## config.mk

```make
export PLATFORM = sky130hd
export DESIGN_NAME = bus_sec_gate
export DESIGN_NICKNAME = d
export VERILOG_FILES = /design/src/rtl/bsg_pkg.sv /design/src/rtl/bsg_classify.sv /design/src/rtl/bsg_irq_status.sv /design/src/rtl/bsg_txn_ctrl.sv /design/src/rtl/bus_sec_gate.sv
export SDC_FILE = /design/constraint.sdc
export NUM_CORES = 1
export LEC_CHECK = 0
export BUFFER_PORTS_ARGS = -buffer_cell sky130_fd_sc_hd__buf_2
export CORE_AREA = 2 2 145 147
export CTS_CLUSTER_DIAMETER = 30
export DETAILED_ROUTE_END_ITERATION = 7
export DIE_AREA = 0 0 147 149
export HOLD_SLACK_MARGIN = 0.12
export PLACE_DENSITY = 0.55
export SLEW_MARGIN = 10
export SYNTH_ARGS = -nofsm -noshare
export SYNTH_HDL_FRONTEND = slang
export SYNTH_SLANG_ARGS = --single-unit
export TNS_END_PERCENT = 10
```

## constraint.sdc

```tcl
create_clock -name clk -period 2.7 [get_ports clk]
set_input_delay 0.405 -clock clk [delete_from_list [all_inputs] [get_ports clk]]
set_output_delay 0.405 -clock clk [all_outputs]
set_load 0.02 [all_outputs]
```

## src/rtl/bsg_pkg.sv

```systemverilog
package bsg_pkg;

    // Outcome of a security check on one request
    typedef enum logic [1:0] {
        ACT_FWD_SEC  = 2'd0,
        ACT_FWD_NS   = 2'd1,
        ACT_BLK_ZERO = 2'd2,
        ACT_BLK_ERR  = 2'd3
    } bsg_action_e;

    typedef enum logic [1:0] {
        ST_IDLE = 2'd0,
        ST_DNREQ = 2'd1,
        ST_WAIT = 2'd2,
        ST_RESP = 2'd3
    } bsg_state_e;

    // Attribution answer for one address
    typedef struct packed {
        logic exempt;
        logic nonsec;
    } bsg_attr_t;

    // Security configuration sampled at acceptance
    typedef struct packed {
        logic master_ns;
        logic reject_err;
    } bsg_cfg_t;

    function automatic bsg_action_e bsg_decide(bsg_attr_t a, bsg_cfg_t c);
        if (a.exempt)
            return c.master_ns ? ACT_FWD_NS : ACT_FWD_SEC;
        if (a.nonsec)
            return ACT_FWD_NS;
        if (!c.master_ns)
            return ACT_FWD_SEC;
        return c.reject_err ? ACT_BLK_ERR : ACT_BLK_ZERO;
    endfunction

    function automatic logic bsg_is_block(bsg_action_e a);
        return (a == ACT_BLK_ZERO) || (a == ACT_BLK_ERR);
    endfunction

endpackage

```

## src/rtl/bsg_classify.sv

```systemverilog
module bsg_classify
    import bsg_pkg::*;
(
    input  bsg_attr_t   attr_i,
    input  bsg_cfg_t    cfg_i,
    output bsg_action_e action_o
);
    always_comb action_o = bsg_decide(attr_i, cfg_i);
endmodule

```

## src/rtl/bsg_irq_status.sv

```systemverilog
module bsg_irq_status (
    input  logic clk,
    input  logic rst,
    input  logic set_i,
    input  logic clr_i,
    output logic irq_o
);
    logic status_q;

    always_ff @(posedge clk) begin
        if (rst)        status_q <= 1'b0;
        else if (clr_i) status_q <= 1'b0;
        else if (set_i) status_q <= 1'b1;
    end

    assign irq_o = status_q;

    assert_clear_wins_R6: assert property (@(posedge clk) disable iff (rst)
        clr_i |=> !irq_o);
    assert_sticky_R7: assert property (@(posedge clk) disable iff (rst)
        (irq_o && !clr_i) |=> irq_o);
    assert_set_source_R5: assert property (@(posedge clk) disable iff (rst)
        (!irq_o && !set_i) |=> !irq_o);
endmodule

```

## src/rtl/bsg_txn_ctrl.sv

```systemverilog
module bsg_txn_ctrl
    import bsg_pkg::*;
#(
    parameter int ADDR_W = 32,
    parameter int DATA_W = 64
) (
    input  logic              clk,
    input  logic              rst,
    input  logic              up_req_valid,
    output logic              up_req_ready,
    input  logic              up_req_write,
    input  logic [ADDR_W-1:0] up_req_addr,
    input  logic [1:0]        up_req_size,
    input  logic [DATA_W-1:0] up_req_wdata,
    output logic              up_rsp_valid,
    output logic [DATA_W-1:0] up_rsp_rdata,
    output logic              up_rsp_err,
    input  bsg_action_e       action_i,
    output logic              irq_set_o,
    output logic              dn_req_valid,
    input  logic              dn_req_ready,
    output logic              dn_req_write,
    output logic [ADDR_W-1:0] dn_req_addr,
    output logic [1:0]        dn_req_size,
    output logic [DATA_W-1:0] dn_req_wdata,
    output logic              dn_req_nonsec,
    input  logic              dn_rsp_valid,
    input  logic [DATA_W-1:0] dn_rsp_rdata,
    input  logic              dn_rsp_err
);
    bsg_state_e        state_q;
    logic [ADDR_W-1:0] addr_q;
    logic [DATA_W-1:0] wdata_q;
    logic [DATA_W-1:0] rdata_q;
    logic [1:0]        size_q;
    logic              write_q, ns_q, err_q;
    logic              accept;

    assign up_req_ready = (state_q == ST_IDLE);
    assign accept       = up_req_valid && up_req_ready;
    assign irq_set_o    = accept && (action_i == ACT_BLK_ERR);

    always_ff @(posedge clk) begin
        if (rst) begin
            state_q <= ST_IDLE;
            addr_q  <= '0;
            wdata_q <= '0;
            rdata_q <= '0;
            size_q  <= '0;
            write_q <= 1'b0;
            ns_q    <= 1'b0;
            err_q   <= 1'b0;
        end else begin
            unique case (state_q)
                ST_IDLE: if (accept) begin
                    addr_q  <= up_req_addr;
                    wdata_q <= up_req_wdata;
                    size_q  <= up_req_size;
                    write_q <= up_req_write;
                    ns_q    <= (action_i == ACT_FWD_NS);
                    rdata_q <= '0;
                    err_q   <= (action_i == ACT_BLK_ERR);
                    state_q <= bsg_is_block(action_i) ? ST_RESP : ST_DNREQ;
                end
                ST_DNREQ: if (dn_req_ready) state_q <= ST_WAIT;
                ST_WAIT: if (dn_rsp_valid) begin
                    rdata_q <= dn_rsp_rdata;
                    err_q   <= dn_rsp_err;
                    state_q <= ST_RESP;
                end
                ST_RESP: state_q <= ST_IDLE;
                default: state_q <= ST_IDLE;
            endcase
        end
    end

    assign dn_req_valid  = (state_q == ST_DNREQ);
    assign dn_req_write  = write_q;
    assign dn_req_addr   = addr_q;
    assign dn_req_size   = size_q;
    assign dn_req_wdata  = wdata_q;
    assign dn_req_nonsec = ns_q;
    assign up_rsp_valid  = (state_q == ST_RESP);
    assign up_rsp_rdata  = rdata_q;
    assign up_rsp_err    = err_q;

    assert_single_outstanding_R9: assert property (@(posedge clk) disable iff (rst)
        accept |=> !up_req_ready);
    assert_rsp_pulse_R9: assert property (@(posedge clk) disable iff (rst)
        up_rsp_valid |=> (!up_rsp_valid && up_req_ready));
    assert_dn_hold_R8: assert property (@(posedge clk) disable iff (rst)
        (dn_req_valid && !dn_req_ready) |=>
            (dn_req_valid && $stable(dn_req_addr) && $stable(dn_req_wdata)));
    assert_blocked_local_R4: assert property (@(posedge clk) disable iff (rst)
        (accept && bsg_is_block(action_i)) |=> (up_rsp_valid && !dn_req_valid));
endmodule

```

## src/rtl/bus_sec_gate.sv

```systemverilog
module bus_sec_gate
    import bsg_pkg::*;
#(
    parameter int ADDR_W = 32,
    parameter int DATA_W = 64
) (
    input  logic              clk,
    input  logic              rst,
    input  logic              cfg_master_ns,
    input  logic              cfg_reject_err,
    input  logic              irq_clr,
    output logic              irq,
    input  logic              up_req_valid,
    output logic              up_req_ready,
    input  logic              up_req_write,
    input  logic [ADDR_W-1:0] up_req_addr,
    input  logic [1:0]        up_req_size,
    input  logic [DATA_W-1:0] up_req_wdata,
    output logic              up_rsp_valid,
    output logic [DATA_W-1:0] up_rsp_rdata,
    output logic              up_rsp_err,
    output logic [ADDR_W-1:0] attr_addr,
    input  logic              attr_exempt,
    input  logic              attr_nonsec,
    output logic              dn_req_valid,
    input  logic              dn_req_ready,
    output logic              dn_req_write,
    output logic [ADDR_W-1:0] dn_req_addr,
    output logic [1:0]        dn_req_size,
    output logic [DATA_W-1:0] dn_req_wdata,
    output logic              dn_req_nonsec,
    input  logic              dn_rsp_valid,
    input  logic [DATA_W-1:0] dn_rsp_rdata,
    input  logic              dn_rsp_err
);
    bsg_attr_t   attr;
    bsg_cfg_t    cfg;
    bsg_action_e action;
    logic        irq_set;

    assign attr_addr = up_req_addr;
    assign attr = '{exempt: attr_exempt, nonsec: attr_nonsec};
    assign cfg  = '{master_ns: cfg_master_ns, reject_err: cfg_reject_err};

    bsg_classify u_classify (
        .attr_i   (attr),
        .cfg_i    (cfg),
        .action_o (action)
    );

    bsg_txn_ctrl #(.ADDR_W(ADDR_W), .DATA_W(DATA_W)) u_ctrl (
        .clk          (clk),
        .rst          (rst),
        .up_req_valid (up_req_valid),
        .up_req_ready (up_req_ready),
        .up_req_write (up_req_write),
        .up_req_addr  (up_req_addr),
        .up_req_size  (up_req_size),
        .up_req_wdata (up_req_wdata),
        .up_rsp_valid (up_rsp_valid),
        .up_rsp_rdata (up_rsp_rdata),
        .up_rsp_err   (up_rsp_err),
        .action_i     (action),
        .irq_set_o    (irq_set),
        .dn_req_valid (dn_req_valid),
        .dn_req_ready (dn_req_ready),
        .dn_req_write (dn_req_write),
        .dn_req_addr  (dn_req_addr),
        .dn_req_size  (dn_req_size),
        .dn_req_wdata (dn_req_wdata),
        .dn_req_nonsec(dn_req_nonsec),
        .dn_rsp_valid (dn_rsp_valid),
        .dn_rsp_rdata (dn_rsp_rdata),
        .dn_rsp_err   (dn_rsp_err)
    );

    bsg_irq_status u_irq (
        .clk   (clk),
        .rst   (rst),
        .set_i (irq_set),
        .clr_i (irq_clr),
        .irq_o (irq)
    );
endmodule

```

==> results_dict.tcl <==
set metrics [dict create \
    switchingPower_mw 2.930 \
    crit_family "compound AO/OA/AOI/OAI gates" \
    worstMarginPinSlew_ps 635.6 \
    cp_slowest_cell "a31oi_4" \
    cap_violations 0 \
    hpwl_um 13300 \
    fin_setup_tns_ps 0 \
    p_leak_nw 4.091 \
    num_vias 5563 \
    reg2reg_from "u_ctrl.state_q[0]$_SDFFE_PP0P_" \
    die_w_um 147 \
    hold_buffers 0 \
    regArea_sq_um 3363 \
    cts_num_sinks 168 \
    slew-limit-headroom_pct 57.62 \
    grt_max_degree 65 \
    worstPathRequired_ps 3060 \
    wl_met3_um 1488 \
    cts_tree "yes" \
    hold_viol 0 \
    intPower_mw 4.887 \
    setup_ws_ps 612.1 \
    dp_cells 1221 \
    fmax_mhz 478.9 \
    die_y_um 149 \
    utilization_pct 40.65 \
    worstSetupPathType "reg -> reg" \
    port_buffers 374 \
    worst-path-max-fanout 53 \
    dr.pass1.iters 4 \
    avgViaCountPerCell 4.436 \
    path_buf_inv 2 \
    hp-class "in -> reg" \
    numCtsBuffers 17 \
    routedWlPerCell_um 14.77 \
    synthesis.area_sq_um 5907 \
    crit_arrival_ps 2450 \
    syn_inst 642 \
    stdcell_area_sq_um 8356 \
    antenna_found_initial 1 \
    ios 375 \
    crit_start "u_ctrl.state_q[0]$_SDFFE_PP0P_" \
    ant_nets 0 \
    holdCritStartpoint "irq_clr" \
    reg2regPathDepth 6 \
    cts_setup_buffers 0 \
    seqPwrFrac_pct 38.6 \
    final_nets 1143 \
    r2r-end "u_ctrl.up_rsp_rdata[27]$_SDFFE_PP0P_" \
    ys_seq_area_share_pct 56.94 \
    min_period_ps 2088 \
    cts.clk_slew.worst_paths_ps 70 \
    htree_levels 4 \
    grt_pass1_wl_um 28120 \
    finalSetupViolations 0 \
    grtUsageTotal_pct 16.26 \
    hold_end "u_irq.irq_o$_SDFFE_PP0P_" \
    min_path_cells 2 \
    area_growth_pct 41.45 \
    skew_ps 8.298 \
    dieArea_sq_um 21900 \
    multi_input_area_sq_um 2067 \
    globalplace.congestion 0.7735 \
    grt_pass1_vias 5119 \
    pwr-share-comb_pct 30.7 \
    grt_setup_unrepaired "false" \
    fill_cells 2186 \
    dpl_cell_area_sq_um 7766 \
    preCtsSetupSlack_ps 598.0 \
    top_layer "met4" \
    max_stage_delay_ps 440 \
    overflow 0 \
    ys.warnings.count 0 \
    startpoint_type "flop" \
    swShare_pct 37.48 \
    core_sq_um 20560 \
    drive_gt1_share_pct 42.74 \
    wl_met1_um 7658 \
    clockRootBuffer "clkbuf_16" \
    min_period_over_period_pct 77.33 \
    drt-total-wl_um 18530 \
    crit_chain "inv_1, ha_1, or2_1, a31oi_4, buf_12, a22o_1" \
    initial_core_util_pct 28.73 \
    synth_area_per_cell_sq_um 9.201 \
    post_cts_resized 0 \
    slew_violations 0 \
    status "finished, final reports clean" \
    powerDensity_nw_per_um2 935.6 \
    cts_buffer_depth 2 \
    syn_nets 820 \
    wl_met2_um 9095 \
    num_rows 53 \
    drc 0 \
    synth.distinct_cells 26 \
    ir_drop_uv 445.7 \
    ys_seq_elements 168 \
    clock_latency_ps 430 \
    end_kind "flop" \
    initialDrtViolationCount 197 \
    stdcell_count 1254 \
    r2r_slack_ps 610 \
    p_clk_share_pct 30.7 \
]
==> cells by family after synthesis <==
| group | after synthesis | share of synthesized area, % |
|---|---|---|
| flip-flops | 168 | 56.94 |
| AND/OR/NAND/NOR | 217 | 14.57 |
| multiplexers | 1 | 0.1695 |
| adder cells (fa/ha/maj) | 4 | 0.8473 |
| AO/OA/AOI/OAI | 172 | 19.13 |
| buffers and inverters | 80 | 8.346 |
==> worst max path at each step <==
| stage | slack [ps] | endpoint | cells past startpoint |
|---|---|---|---|
| 5_1_grt | 450 | u_ctrl.up_rsp_rdata[28]$_SDFFE_PP0P_ | 6 |
| 6_report | 610 | u_ctrl.up_rsp_rdata[27]$_SDFFE_PP0P_ | 6 |
| 2_1_floorplan | 900 | u_ctrl.up_rsp_rdata[0]$_SDFFE_PP0P_ | 7 |
| 3_5_place_dp | 600 | u_ctrl.up_rsp_rdata[47]$_SDFFE_PP0P_ | 6 |
| 4_1_cts | 560 | u_ctrl.up_rsp_rdata[55]$_SDFFE_PP0P_ | 6 |
| 3_3_place_gp | 650 | u_ctrl.up_rsp_rdata[10]$_SDFFE_PP0P_ | 6 |
==> layer usage <==
| metal | vias to the layer above | GRT usage [%] |
|---|---|---|
| met5 | - | 0 |
| met4 | 0 | 5.481 |
| met3 | 14 | 5.657 |
| met2 | 217 | 27.93 |
| met1 | 2550 | 19.01 |
| li1 | 2782 | - |
==> power by group through the flow <==
| stage | sequential [mW] | combinational, mW | clock (mW) |
|---|---|---|---|
| 2_1_floorplan | 3.50 | 1.23 | 0 |
| 3_3_place_gp | 3.07 | 2.44 | 0 |
| 3_5_place_dp | 3.08 | 2.44 | 0 |
| 4_1_cts | 3.02 | 2.45 | 2.49 |
| 5_1_grt | 3.07 | 2.64 | 2.58 |
| 6_report | 3.02 | 2.40 | 2.40 |
==> cells in the mapped netlist <==
| master | instances | area (sq um) |
|---|---|---|
| and2_1 | 1 | 6.260 |
| mux2i_1 | 1 | 10.01 |
| nor4bb_1 | 1 | 10.01 |
| nor2_1 | 3 | 11.26 |
| a211oi_1 | 3 | 22.52 |
| a31oi_4 | 1 | 21.27 |
| nand2_1 | 200 | 750.7 |
| and3_1 | 1 | 6.260 |
| buf_4 | 32 | 240.2 |
| a31oi_1 | 4 | 25.02 |
| buf_2 | 16 | 80.08 |
| ha_1 | 4 | 50.05 |
| dfxtp_1 | 168 | 3363 |
| nor2b_4 | 1 | 13.76 |
| a22o_1 | 64 | 560.5 |
| nor3_1 | 3 | 15.01 |
| or2_1 | 1 | 6.260 |
| nand2b_1 | 3 | 18.77 |
| nor3_2 | 1 | 10.01 |
| a21oi_1 | 100 | 500.5 |
| nor4_1 | 1 | 6.260 |
| nor2b_1 | 1 | 6.260 |
| buf_1 | 1 | 3.750 |
| buf_6 | 7 | 78.83 |
| clkbuf_1 | 22 | 82.58 |
| inv_1 | 2 | 7.510 |
==> through the flow <==
stage               power, mW  hold WS [ps]
floorplan               4.731         484.3
global placement        5.501         438.7
detailed placement      5.519         443.2
CTS                     7.957         122.7
global route            8.288         126.9
finish                  7.817         139.9
==> layout by cell type, fill, tap and decap left out, types with 2 or more instances in the layout <==
cell       Yosys  routed
nor3_1         3       3
buf_2         16     373
nor2_1         3       3
a211oi_1       3       3
buf_12         0       4
buf_4         32       5
a31oi_1        4       4
clkinv_8       0       3
dfxtp_1      168     168
nand2b_1       3       3
inv_1          2       2
clkbuf_16      0      17
nand2_1      200     199
a22o_1        64      64
clkinv_4       0       5
ha_1           4       4
a21oi_1      100     100
inv_8          0       5
==> layout make-up <==
type                            instances  share of cell area (%)
Clock inverter                         14                   1.887
Timing Repair Buffer                  382                   23.75
Sequential cell                       168                   40.25
Antenna cell                            1                 0.02995
Tap cell                              275                   4.118
Clock buffer                           18                   5.136
Multi-Input combinational cell        394                   24.74
Inverter                                2                 0.08985
==> registers in the layout (all words and copies together) (netlist names) <==
name,cells
u_ctrl.dn_req_addr,32
u_ctrl.dn_req_nonsec,1
u_ctrl.dn_req_size,2
u_ctrl.dn_req_wdata,64
u_ctrl.dn_req_write,1
u_ctrl.state_q,2
u_ctrl.up_rsp_err,1
u_ctrl.up_rsp_rdata,64
u_irq.irq_o,1
Power figures use the tool's default switching activity.
